[src/rtl/bp_pkg.sv]
package bp_pkg;

    // Default geometry: bits per colour and number of colour lanes.
    localparam int unsigned DEF_COLOR_W = 8;
    localparam int unsigned DEF_LANES   = 3;

    // Which of the two register banks a lane is using.
    typedef enum logic [0:0] {
        BANK_A = 1'b0,
        BANK_B = 1'b1
    } bank_e;

    // Write-side event produced by the fill controller each cycle.
    typedef struct packed {
        logic  wr_en;       // store the incoming pixel
        bank_e bank;        // bank being filled
        logic  group_done;  // this pixel completes the group
    } fill_evt_t;

    // Read-side state produced by the drain controller.
    typedef struct packed {
        logic  active;      // a bank is being emitted plane by plane
        bank_e bank;        // bank being emitted
    } drain_t;

    function automatic bank_e flip_bank(input bank_e b);
        return (b == BANK_A) ? BANK_B : BANK_A;
    endfunction

endpackage

[src/rtl/bp_fill_ctrl.sv]
module bp_fill_ctrl
    import bp_pkg::*;
#(
    parameter int unsigned GROUP = DEF_COLOR_W,
    localparam int unsigned IDX_W = (GROUP > 1) ? $clog2(GROUP) : 1
) (
    input  logic             clk,
    input  logic             rst,
    input  logic             in_valid,
    output logic [IDX_W-1:0] wr_idx,
    output fill_evt_t        evt
);

    localparam logic [IDX_W-1:0] LAST_IDX = IDX_W'(GROUP - 1);

    logic [IDX_W-1:0] idx_q;
    bank_e            bank_q;

    always_comb begin
        evt.wr_en      = in_valid;
        evt.bank       = bank_q;
        evt.group_done = in_valid && (idx_q == LAST_IDX);
        wr_idx         = idx_q;
    end

    always_ff @(posedge clk) begin
        if (rst) begin
            idx_q  <= '0;
            bank_q <= BANK_A;
        end else if (in_valid) begin
            if (idx_q == LAST_IDX) begin
                idx_q  <= '0;
                bank_q <= flip_bank(bank_q);
            end else begin
                idx_q <= idx_q + 1'b1;
            end
        end
    end

endmodule

[src/rtl/bp_drain_ctrl.sv]
module bp_drain_ctrl
    import bp_pkg::*;
#(
    parameter int unsigned PLANES = DEF_COLOR_W,
    localparam int unsigned PL_W = (PLANES > 1) ? $clog2(PLANES) : 1
) (
    input  logic            clk,
    input  logic            rst,
    input  fill_evt_t       evt,
    output drain_t          drain,
    output logic [PL_W-1:0] plane
);

    localparam logic [PL_W-1:0] LAST_PL = PL_W'(PLANES - 1);

    drain_t          st_q;
    logic [PL_W-1:0] plane_q;

    assign drain = st_q;
    assign plane = plane_q;

    // A completed group always restarts the drain; with at most one pixel
    // per cycle the previous drain is on its last plane at that moment.
    always_ff @(posedge clk) begin
        if (rst) begin
            st_q.active <= 1'b0;
            st_q.bank   <= BANK_A;
            plane_q     <= '0;
        end else if (evt.group_done) begin
            st_q.active <= 1'b1;
            st_q.bank   <= evt.bank;
            plane_q     <= '0;
        end else if (st_q.active) begin
            if (plane_q == LAST_PL) begin
                st_q.active <= 1'b0;
                plane_q     <= '0;
            end else begin
                plane_q <= plane_q + 1'b1;
            end
        end
    end

endmodule

[src/rtl/bp_lane.sv]
module bp_lane
    import bp_pkg::*;
#(
    parameter int unsigned W = DEF_COLOR_W,
    localparam int unsigned IDX_W = (W > 1) ? $clog2(W) : 1
) (
    input  logic             clk,
    input  logic             rst,
    input  fill_evt_t        evt,
    input  logic [IDX_W-1:0] wr_idx,
    input  logic [W-1:0]     din,
    input  bank_e            rd_bank,
    input  logic [IDX_W-1:0] rd_plane,
    output logic [W-1:0]     dout
);

    // Two banks of W pixels, each W bits wide.
    logic [W-1:0] mem_q [2][W];

    always_ff @(posedge clk) begin
        if (rst) begin
            for (int b = 0; b < 2; b++) begin
                for (int j = 0; j < W; j++) begin
                    mem_q[b][j] <= '0;
                end
            end
        end else if (evt.wr_en) begin
            mem_q[evt.bank][wr_idx] <= din;
        end
    end

    // Bit selector: gather bit weight rd_plane of every stored pixel.
    always_comb begin
        for (int j = 0; j < W; j++) begin
            dout[j] = mem_q[rd_bank][j][rd_plane];
        end
    end

endmodule

[src/rtl/bp_transposer.sv]
module bp_transposer
    import bp_pkg::*;
#(
    parameter int unsigned COLOR_W = DEF_COLOR_W,
    parameter int unsigned LANES   = DEF_LANES,
    localparam int unsigned DATA_W = COLOR_W * LANES,
    localparam int unsigned IDX_W  = (COLOR_W > 1) ? $clog2(COLOR_W) : 1
) (
    input  logic              clk,
    input  logic              rst,
    input  logic              in_valid,
    input  logic [DATA_W-1:0] in_data,
    output logic              out_valid,
    output logic [DATA_W-1:0] out_data
);

    fill_evt_t        evt;
    logic [IDX_W-1:0] wr_idx;
    drain_t           drain;
    logic [IDX_W-1:0] plane;
    logic [DATA_W-1:0] plane_word;

    bp_fill_ctrl #(.GROUP(COLOR_W)) u_fill (
        .clk      (clk),
        .rst      (rst),
        .in_valid (in_valid),
        .wr_idx   (wr_idx),
        .evt      (evt)
    );

    bp_drain_ctrl #(.PLANES(COLOR_W)) u_drain (
        .clk   (clk),
        .rst   (rst),
        .evt   (evt),
        .drain (drain),
        .plane (plane)
    );

    for (genvar l = 0; l < LANES; l++) begin : g_lane
        bp_lane #(.W(COLOR_W)) u_lane (
            .clk      (clk),
            .rst      (rst),
            .evt      (evt),
            .wr_idx   (wr_idx),
            .din      (in_data[l*COLOR_W +: COLOR_W]),
            .rd_bank  (drain.bank),
            .rd_plane (plane),
            .dout     (plane_word[l*COLOR_W +: COLOR_W])
        );
    end

    always_ff @(posedge clk) begin
        if (rst) begin
            out_valid <= 1'b0;
            out_data  <= '0;
        end else begin
            out_valid <= drain.active;
            out_data  <= drain.active ? plane_word : '0;
        end
    end

endmodule

[config.mk]
export PLATFORM = sky130hd
export DESIGN_NAME = bp_transposer
export DESIGN_NICKNAME = d
export VERILOG_FILES = /design/src/rtl/bp_pkg.sv /design/src/rtl/bp_fill_ctrl.sv /design/src/rtl/bp_drain_ctrl.sv /design/src/rtl/bp_lane.sv /design/src/rtl/bp_transposer.sv
export SDC_FILE = /design/constraint.sdc
export NUM_CORES = 1
export LEC_CHECK = 0
export BUFFER_PORTS_ARGS = -buffer_cell sky130_fd_sc_hd__buf_2
export CAP_MARGIN = 5
export CORE_MARGIN = 2
export CORE_UTILIZATION = 50
export CTS_BUF_LIST = sky130_fd_sc_hd__clkbuf_16
export CTS_CLUSTER_DIAMETER = 40
export DETAILED_ROUTE_END_ITERATION = 7
export PLACE_DENSITY = 0.69
export SYNTH_ARGS = -nofsm -noshare
export SYNTH_HDL_FRONTEND = slang
export SYNTH_SLANG_ARGS = --single-unit
export TNS_END_PERCENT = 1
[constraint.sdc]
create_clock -name clk -period 4.9 [get_ports clk]
set_input_delay 0.98 -clock clk [delete_from_list [all_inputs] [get_ports clk]]
set_output_delay 0.98 -clock clk [all_outputs]
set_load 0.02 [all_outputs]
==> impl_metrics.toml, run 1 <==
[synthesis]
synth_top_flop_cell = "edfxtp_1"
syn_area_per_cell_um2 = 15.7
ys_async_sr_fraction_pct = 0
synth_warnings = 0
synth_enable_flop_cells = 384
synth_cell_types = 35
syn_nets = 1150
yosysSeqAreaShare_pct = 69.4
synth_seq_cells = 419
syn_inst = 1119
synth_area_um2 = 17600

[pwr]
p_sw_mw = 1.82
p_comb_share_pct = 3.6
intPower_mw = 6.30
leakagePower_nw = 6.91
power_mw = 8.12
power.share.clock_pct = 45.3
power_density_nw_per_um2 = 406
swShare_pct = 22.4
p_seq_share_pct = 51.1
max-vdd-ir-drop_uv = 368

[sta]
fin_crit_ns = 3.00
hold_violations = 0
timing.hold.ws_ns = 0.458
finalSetupViolCount = 0
relSlewSlack_pct = 17.7
clock_skew_ns = 0.0189
tns_ns = 0
slew_violations = 0
rsz0062_at_grt = "no"
period_share_pct = 61.2
tightest_slew_ns = 1.23
max_freq_ghz = 0.333
fin_ws_ns = 1.90

[cts]
clock_latency_ns = 0.57
cts.clk_slew.worst_paths_ns = 0.06
htree_levels = 2
cts-hold-fix-buffers = 0
cts_resized = 0
clockBufferDepth = 3
cts_buffers = 51
cts_sinks = 419
cts_tree = "yes"
root_buffer = "clkbuf_16"
post_cts_buffers = 0

[global_routing]
antenna_found_initial = 7
grt_pass1_wl_um = 67600
grt_use_total_pct = 26.5
grt_pass1_vias = 9834
grt_max_degree = 47
grt_overflow = 0

[route]
ant_nets = 0
drcViolationCount = 0
routedWlPerCell_um = 28.3
drtIter0Drc = 1386
wl_um = 47300
vias = 10099
avgViaCountPerCell = 6.04
drt_pre_antenna_iters = 7

[die]
start_util_pct = 50.9
rows = 68
dieArea_um2 = 36800
die_h_um = 192
core-area_um2 = 34600
ioPinCount = 52
die_w_um = 192

[placed_design]
io_buffers = 51
place_area_um2 = 18300
pre_cts_ws_ns = 1.31
dp_hpwl_um = 27100
routabilityCongestion = 0.863

[layout]
register_area_um2 = 12200
drive_gt1_share_pct = 17.5
fill_cells = 2657
areaGrowthSynthToFinish_pct = 13.4
multiInputGateArea_um2 = 5060
final_area_um2 = 20000
fin_nets = 1201

[critical_path]
crit_fanout = 26
r2r_cells = 6
required_ns = 5.10
r2r_slack_ns = 2.09
critPathKind = "in2reg"
arrival_ns = 3.20
r2r-end = "out_data[10]$_SDFF_PP0_"
end_kind = "flop"
r2r_start = "u_drain.plane[1]$_SDFFE_PP0P_"
startpoint_type = "input port"

[status]
status = "finished clean"

[flow_run]
maxCapViolations = 0

[worst_hold_path]
min_from = "u_drain.drain[0]$_SDFFE_PP0P_"
hp-class = "reg2reg"
hold_depth = 2
-- metrics by stage --
| step | utilization (%) | std cells |
|---|---|---|
| 3_3_place_gp | 52.8 | 1572 |
| 2_1_floorplan | - | 1119 |
| 5_1_grt | 57.7 | 1668 |
| 3_5_place_dp | 52.8 | 1572 |
| 6_report | 57.7 | 1671 |
| 4_1_cts | 57.7 | 1668 |
-- synth_stat cells, drive strengths merged (3+ instances only) --
cell type  instances  area [µm²]
edfxtp           384       11500
and2             242        1510
mux2i            148        1480
a22oi             54         405
buf               42         256
dfxtp             35         701
clkbuf            29         120
mux4              24         541
nand3             24         120
nor2b             23         144
a22o              18         158
o31ai             18         135
nor2              14        67.6
nand2             11        41.3
nand2b            11        68.8
or2                9        56.3
o21ai              6        30.0
o21bai             5        37.5
ha                 4        50.1
a21oi              3        15.0
nor3               3        42.5
-- layer usage --
metal / up-vias / wire, µm / GRT usage (%)
met3: 92 / 4930 / 5.66
met4: 0 / 1400 / 8.96
met1: 5107 / 18800 / 36.9
met5: - / 0 / 0
met2: 576 / 22200 / 41.7
li1: 4324 / - / -
-- state kept, by name, summed over array words and instances, names as in the netlist, named ones only --
register             count
u_fill.wr_idx            3
u_drain.drain            2
u_fill.bank_q            1
g_lane.u_lane.mem_q    384
u_drain.plane            3
out_valid                1
out_data                24
-- worst max path at each step --
stage / start / end / slack [ns] / depth (start not counted)
final: rst / g_lane[2].u_lane.mem_q[0][5]$_SDFFCE_PN0P_ / 1.90 / 5
after CTS: rst / g_lane[2].u_lane.mem_q[0][4]$_SDFFCE_PN0P_ / 1.90 / 5
after global placement: rst / g_lane[0].u_lane.mem_q[0][2]$_SDFFCE_PN0P_ / 1.36 / 5
after detailed placement: rst / g_lane[0].u_lane.mem_q[0][2]$_SDFFCE_PN0P_ / 1.31 / 5
after floorplan: in_valid / g_lane[0].u_lane.mem_q[1][48]$_DFFE_PP_ / 1.90 / 3
after global routing: rst / g_lane[2].u_lane.mem_q[0][5]$_SDFFCE_PN0P_ / 1.73 / 5
-- area by class of cell --
cell class                      count  area share [%]
Multi-Input combinational cell    628            25.3
Tap cell                          455            2.85
Clock inverter                     44            1.89
Clock buffer                       52            6.51
Timing Repair Buffer               69            2.14
Antenna cell                        3          0.0376
Inverter                            1          0.0188
Sequential cell                   419            61.2
-- power by group through the flow --
stage	Clock [mW]	Combinational (mW)	Sequential [mW]
after floorplan	0	0.152	4.20
after global placement	0	0.285	4.21
after detailed placement	0	0.292	4.22
after CTS	3.71	0.293	4.15
after global routing	3.85	0.312	4.16
final	3.68	0.296	4.15
-- cell usage in the layout, fill, tap and decap left out, types with 5 or more instances in the layout --
| cell type | n |
|---|---|
| edfxtp_1 | 384 |
| and2_1 | 240 |
| mux2i_1 | 148 |
| a22oi_1 | 54 |
| clkbuf_16 | 52 |
| buf_2 | 51 |
| dfxtp_1 | 34 |
| nand3_1 | 24 |
| mux4_2 | 24 |
| nor2b_1 | 20 |
| a22o_1 | 18 |
| o31ai_1 | 18 |
| buf_4 | 15 |
| nand2_1 | 11 |
| nand2b_1 | 10 |
| or2_2 | 9 |
| inv_6 | 8 |
| inv_1 | 8 |
| nor2_1 | 7 |
| clkinv_2 | 7 |
| nor2_2 | 6 |
| o21ai_0 | 6 |
| o21bai_2 | 5 |
| inv_8 | 5 |
-- critical path, cell delays in order --
cell and delay [ns]:
buf_2 0.24, nand2b_1 0.26, or3_4 0.40, nor2_2 0.66, or2_2 0.62
-- logic make-up after synthesis --
logic type                 after synthesis  synth area share [%]
buffers and inverters                   72                  2.16
DFF                                    419                  69.4
adders and majority gates                4                 0.284
xor gates and xnor gates                 1                0.0497
muxes                                  173                  11.5
and+or+nand+nor                        342                  11.9
AOI/OAI and AO/OA                      108                  4.63
Power figures use the tool's default switching activity.
==> run 2, diff against run 1 <==
PLACE_DENSITY = 0.72   (was 0.69)
clock period = 2.7 ns   (was 4.9 ns; I/O delays follow)
==> impl_metrics.toml, run 2 (synthesized netlist as in run 1, its figures left out) <==
[layout]
top_regs = "g_lane.u_lane.mem_q: 384 flops, out_data: 24 flops"
final_area_um2 = 20500
mostFrequentLayoutCell = "edfxtp_1"
n_antenna_cell = 0
top_register = "g_lane.u_lane.mem_q"
drive_gt1_share_pct = 20.1
final_cell_mix = "384 x edfxtp_1, 242 x and2_1, 148 x mux2i_1"
largest_reg_flops = 384
areaGrowthSynthToFinish_pct = 16.3
fin_nets = 1244

[pwr]
p_comb_share_pct = 3.6
max-vdd-ir-drop_uv = 573
p_seq_share_pct = 50.1
p_sw_mw = 3.19
leakagePower_nw = 7.20
power_density_nw_per_um2 = 732
swShare_pct = 21.3
intPower_mw = 11.8
power_mw = 15.0
power.share.clock_pct = 46.3

[cts]
htree_levels = 2
cts.clk_slew.worst_paths_ns = 0.06
clockBufferDepth = 3
cts_tree = "yes"
post_cts_buffers = 0
cts-hold-fix-buffers = 0
root_buffer = "clkbuf_16"
cts_buffers = 52
clock_latency_ns = 0.57
cts_sinks = 419
cts_resized = 0

[sta]
relSlewSlack_pct = 55.6
clock_skew_ns = 0.0195
finalSetupViolCount = 0
tightest_slew_ns = 0.665
slew_violations = 0
rsz0062_at_grt = "no"
tns_ns = 0
hold_violations = 0
timing.hold.ws_ns = 0.244
max_freq_ghz = 0.470
fin_crit_ns = 2.13
period_share_pct = 78.7

[global_routing]
grt_overflow = 0
antenna_found_initial = 0
grt_pass1_wl_um = 64300
grt_use_total_pct = 24.3
grt_pass1_vias = 10226
grt_max_degree = 32

[route]
avgViaCountPerCell = 5.84
drcViolationCount = 0
wl_um = 43300
routedWlPerCell_um = 25.3
drtIter0Drc = 1128
vias = 9994
ant_nets = 0
drt_pre_antenna_iters = 5

[critical_path]
end_kind = "flop"
required_ns = 2.89
critical-path-slowest-cell = "or2_2"
critPathKind = "reg2reg"
cp_num_buf_inv = 1
r2r_slack_ns = 0.57
cp_slowest_stage_delay_ns = 0.57
crit_chain = "inv_2 > or3_4 > nor3_4 > or2_2"
arrival_ns = 2.31
crit_fanout = 24
cpLargestDelayFamily = "simple AND/OR/NAND/NOR gates"
startpoint_type = "flop"

[status]
status = "finished clean"

[placed_design]
dp_hpwl_um = 26500
io_buffers = 51
routabilityCongestion = 0.779
place_area_um2 = 18700

[die]
start_util_pct = 50.9
ioPinCount = 52
rows = 68
core-area_um2 = 34600
die_h_um = 192
dieArea_um2 = 36800
die_w_um = 192

[worst_hold_path]
hp-class = "in2reg"

[flow_run]
maxCapViolations = 0
## run 2: cell types whose count changed in the layout (fill, tap and decap cells not counted), sizes merged
cell / before / now
diode: 3 / 0
clkinvlp: 4 / 6
inv: 22 / 16
clkinv: 16 / 17
bufinv: 3 / 7
buf: 69 / 111
## run 2: metal layers
layer | wire length, µm | track usage, %
met1 | 18100 | 33.8
met5 | 0 | 0
met4 | 1050 | 7.72
met3 | 3520 | 4.64
met2 | 20600 | 39.0
## run 2: final cells by class
class	count	area, µm²
timing repair buffer	111	881
fill	2547	14100
tap	455	569
clock buffer	52	1300
clock inverter	45	455
multi-input combinational	628	5050
sequential	419	12200
inverter	1	3.75
## run 2: path summary, 6_finish.rpt
path | startpoint | to | cells past startpoint
setup / recovery | u_fill.wr_idx[0]$_SDFFE_PP0P_ | g_lane[0].u_lane.mem_q[0][53]$_SDFFCE_PN0P_ | 4
hold / removal | rst | flop | 2
setup reg to reg | u_fill.wr_idx[0]$_SDFFE_PP0P_ | g_lane[0].u_lane.mem_q[0][53]$_SDFFCE_PN0P_ | 4
hold reg to reg | u_drain.drain[0]$_SDFFE_PP0P_ | flop | 2
## run 2: power by group through the flow
stage	registers, mW	clock network [mW]	logic (mW)
floorplan	7.62	0	0.276
global placement	7.64	0	0.521
detailed placement	7.66	0	0.535
CTS	7.53	7.00	0.538
global route	7.55	7.25	0.574
finish	7.52	6.95	0.537
## run 2: worst register-to-register path, delay by kind of cell, from the launching register on
family / cells / cell delay, ns
AND/OR/NAND/NOR: 3 / 1.13
buffers and inverters: 1 / 0.10
flip-flops: 1 / 0.53
## run 2: per-stage QoR
stage               utilization [%]  std cells  setup WS, ns
detailed placement             54.1       1614         0.307
global placement               54.1       1614         0.344
CTS                            59.2       1711         0.594
global route                   59.2       1711         0.516
floorplan                         -       1119         0.142
finish                         59.2       1711         0.574
==> run 3, diff against run 2 <==
PLACE_DENSITY = 0.69   (was 0.72)
clock period = 2 ns   (was 2.7 ns; I/O delays follow)
==> impl_metrics.toml, run 3 (synthesized netlist as in run 1, its figures left out) <==
[pwr]
power_mw = 20.8
max-vdd-ir-drop_uv = 670
leakagePower_nw = 7.42
power_density_nw_per_um2 = 990

[route]
wl_um = 43000
routedWlPerCell_um = 24.9
drtIter0Drc = 1055
vias = 10006
ant_nets = 0
drt_pre_antenna_iters = 5
drcViolationCount = 0
avgViaCountPerCell = 5.78

[critical_path]
cpLargestDelayFamily = "compound AO/OA/AOI/OAI gates"
startpoint_type = "flop"
r2r-end = "out_data[18]$_SDFF_PP0_"
cp.depth = 5
end_kind = "flop"
critPathKind = "reg2reg"
r2r_slack_ns = 0.08
cp_slowest_stage_delay_ns = 0.42
cp_num_buf_inv = 2
crit_chain = "buf_12 > buf_4 > mux2i_1 > a22o_1 > o31ai_1"
arrival_ns = 2.34
critical-path-slowest-cell = "dfxtp_4"
required_ns = 2.41
r2r_cells = 5
crit_fanout = 37

[placed_design]
place_area_um2 = 19200
io_buffers = 51
routabilityCongestion = 0.786
dp_hpwl_um = 26800

[layout]
largest_reg_flops = 384
top_register = "g_lane.u_lane.mem_q"
areaGrowthSynthToFinish_pct = 19.3
top_regs = "g_lane.u_lane.mem_q: 384 flops, out_data: 24 flops"
final_cell_mix = "384 x edfxtp_1, 242 x and2_1, 148 x mux2i_1"
drive_gt1_share_pct = 21.6
final_area_um2 = 21000
mostFrequentLayoutCell = "edfxtp_1"
n_antenna_cell = 0
fin_nets = 1265

[worst_hold_path]
hold_depth = 3
min_from = "rst"
min_to = "u_drain.drain[1]$_SDFF_PP0_"
hp-class = "in2reg"

[die]
die_w_um = 192
rows = 68
die_h_um = 192
dieArea_um2 = 36800
ioPinCount = 52
start_util_pct = 50.9
core-area_um2 = 34600

[global_routing]
grt_pass1_vias = 10279
grt_max_degree = 39
grt_use_total_pct = 24.0
grt_overflow = 0
antenna_found_initial = 0
grt_pass1_wl_um = 63600

[sta]
clock_skew_ns = 0.0136
rsz0062_at_grt = "no"
max_freq_ghz = 0.520
slew_violations = 0
relSlewSlack_pct = 70.9
hold_violations = 0
tightest_slew_ns = 0.437
fin_crit_ns = 1.92
finalSetupViolCount = 0
tns_ns = 0
period_share_pct = 96.2

[cts]
clockBufferDepth = 3
cts_buffers = 51
cts_sinks = 419
cts.clk_slew.worst_paths_ns = 0.06
post_cts_buffers = 0
root_buffer = "clkbuf_16"
htree_levels = 2
clock_latency_ns = 0.56
cts_tree = "yes"

[flow_run]
maxCapViolations = 0

[status]
status = "finished clean"
[run 3: cell types whose count changed in the layout (fill, tap and decap cells not counted), moves of 2 or more]
| cell | delta |
|---|---|
| clkinv_1 | +2 |
| inv_6 | -2 |
| inv_8 | +5 |
| clkinv_4 | -2 |
| bufinv_16 | +3 |
| clkinv_2 | -3 |
| buf_12 | +21 |
| inv_1 | -5 |
[run 3: how the worst max path moves through the flow]
stage                     startpoint                                           to  slack [ns]
after floorplan             in_valid      g_lane[0].u_lane.mem_q[1][32]$_DFFE_PP_       -0.44
after global placement           rst  g_lane[2].u_lane.mem_q[0][22]$_SDFFCE_PN0P_        0.06
after detailed placement         rst  g_lane[2].u_lane.mem_q[0][22]$_SDFFCE_PN0P_        0.07
after CTS                       flop                      out_data[18]$_SDFF_PP0_        0.08
after global routing            flop                      out_data[18]$_SDFF_PP0_        0.02
final                           flop                      out_data[18]$_SDFF_PP0_        0.08
[run 3: what timing repair did]
action / 4_1_cts / 5_1_grt
setup endpoints to repair: 0 / 1
hold buffers: 0 / 0
resized for setup: 0 / 1
[run 3: report_power, final]
part	switching [mW]	internal [mW]
Combinational	0.513	0.286
Clock	3.70	6.18
Sequential	0.121	10.0
[run 3: layout make-up]
cell class	instances	area, µm²
well taps	455	569
flip-flops and latches	419	12200
clock inverters	41	517
fillers	2541	13600
repair buffers	133	1310
inverters	1	3.75
clock buffers	53	1330
multi-input cells	628	5050
[run 3: metal layers]
layer  vias up  wire length, µm  global-route usage [%]
met4         0             1200                    7.93
met5         -                0                       0
met3        75             3100                    3.73
met2       372            20700                    39.4
met1      5110            18000                    33.0
li1       4449                -                       -
[run 3: tightest hold or removal path, cell delays in order]
cell	delay, ns
buf_2	0.09
buf_4	0.16
a21oi_1	0.05
[run 3: stage by stage]
stage                     util, %  cells  hold WS (ns)  setup WS (ns)
after floorplan                 -   1119         0.436         -0.442
after global placement       55.4   1636         0.435         0.0639
after detailed placement     55.4   1636         0.447         0.0652
after CTS                    60.7   1730         0.178         0.0756
after global routing         60.7   1730         0.211         0.0166
final                        60.7   1730         0.192         0.0756
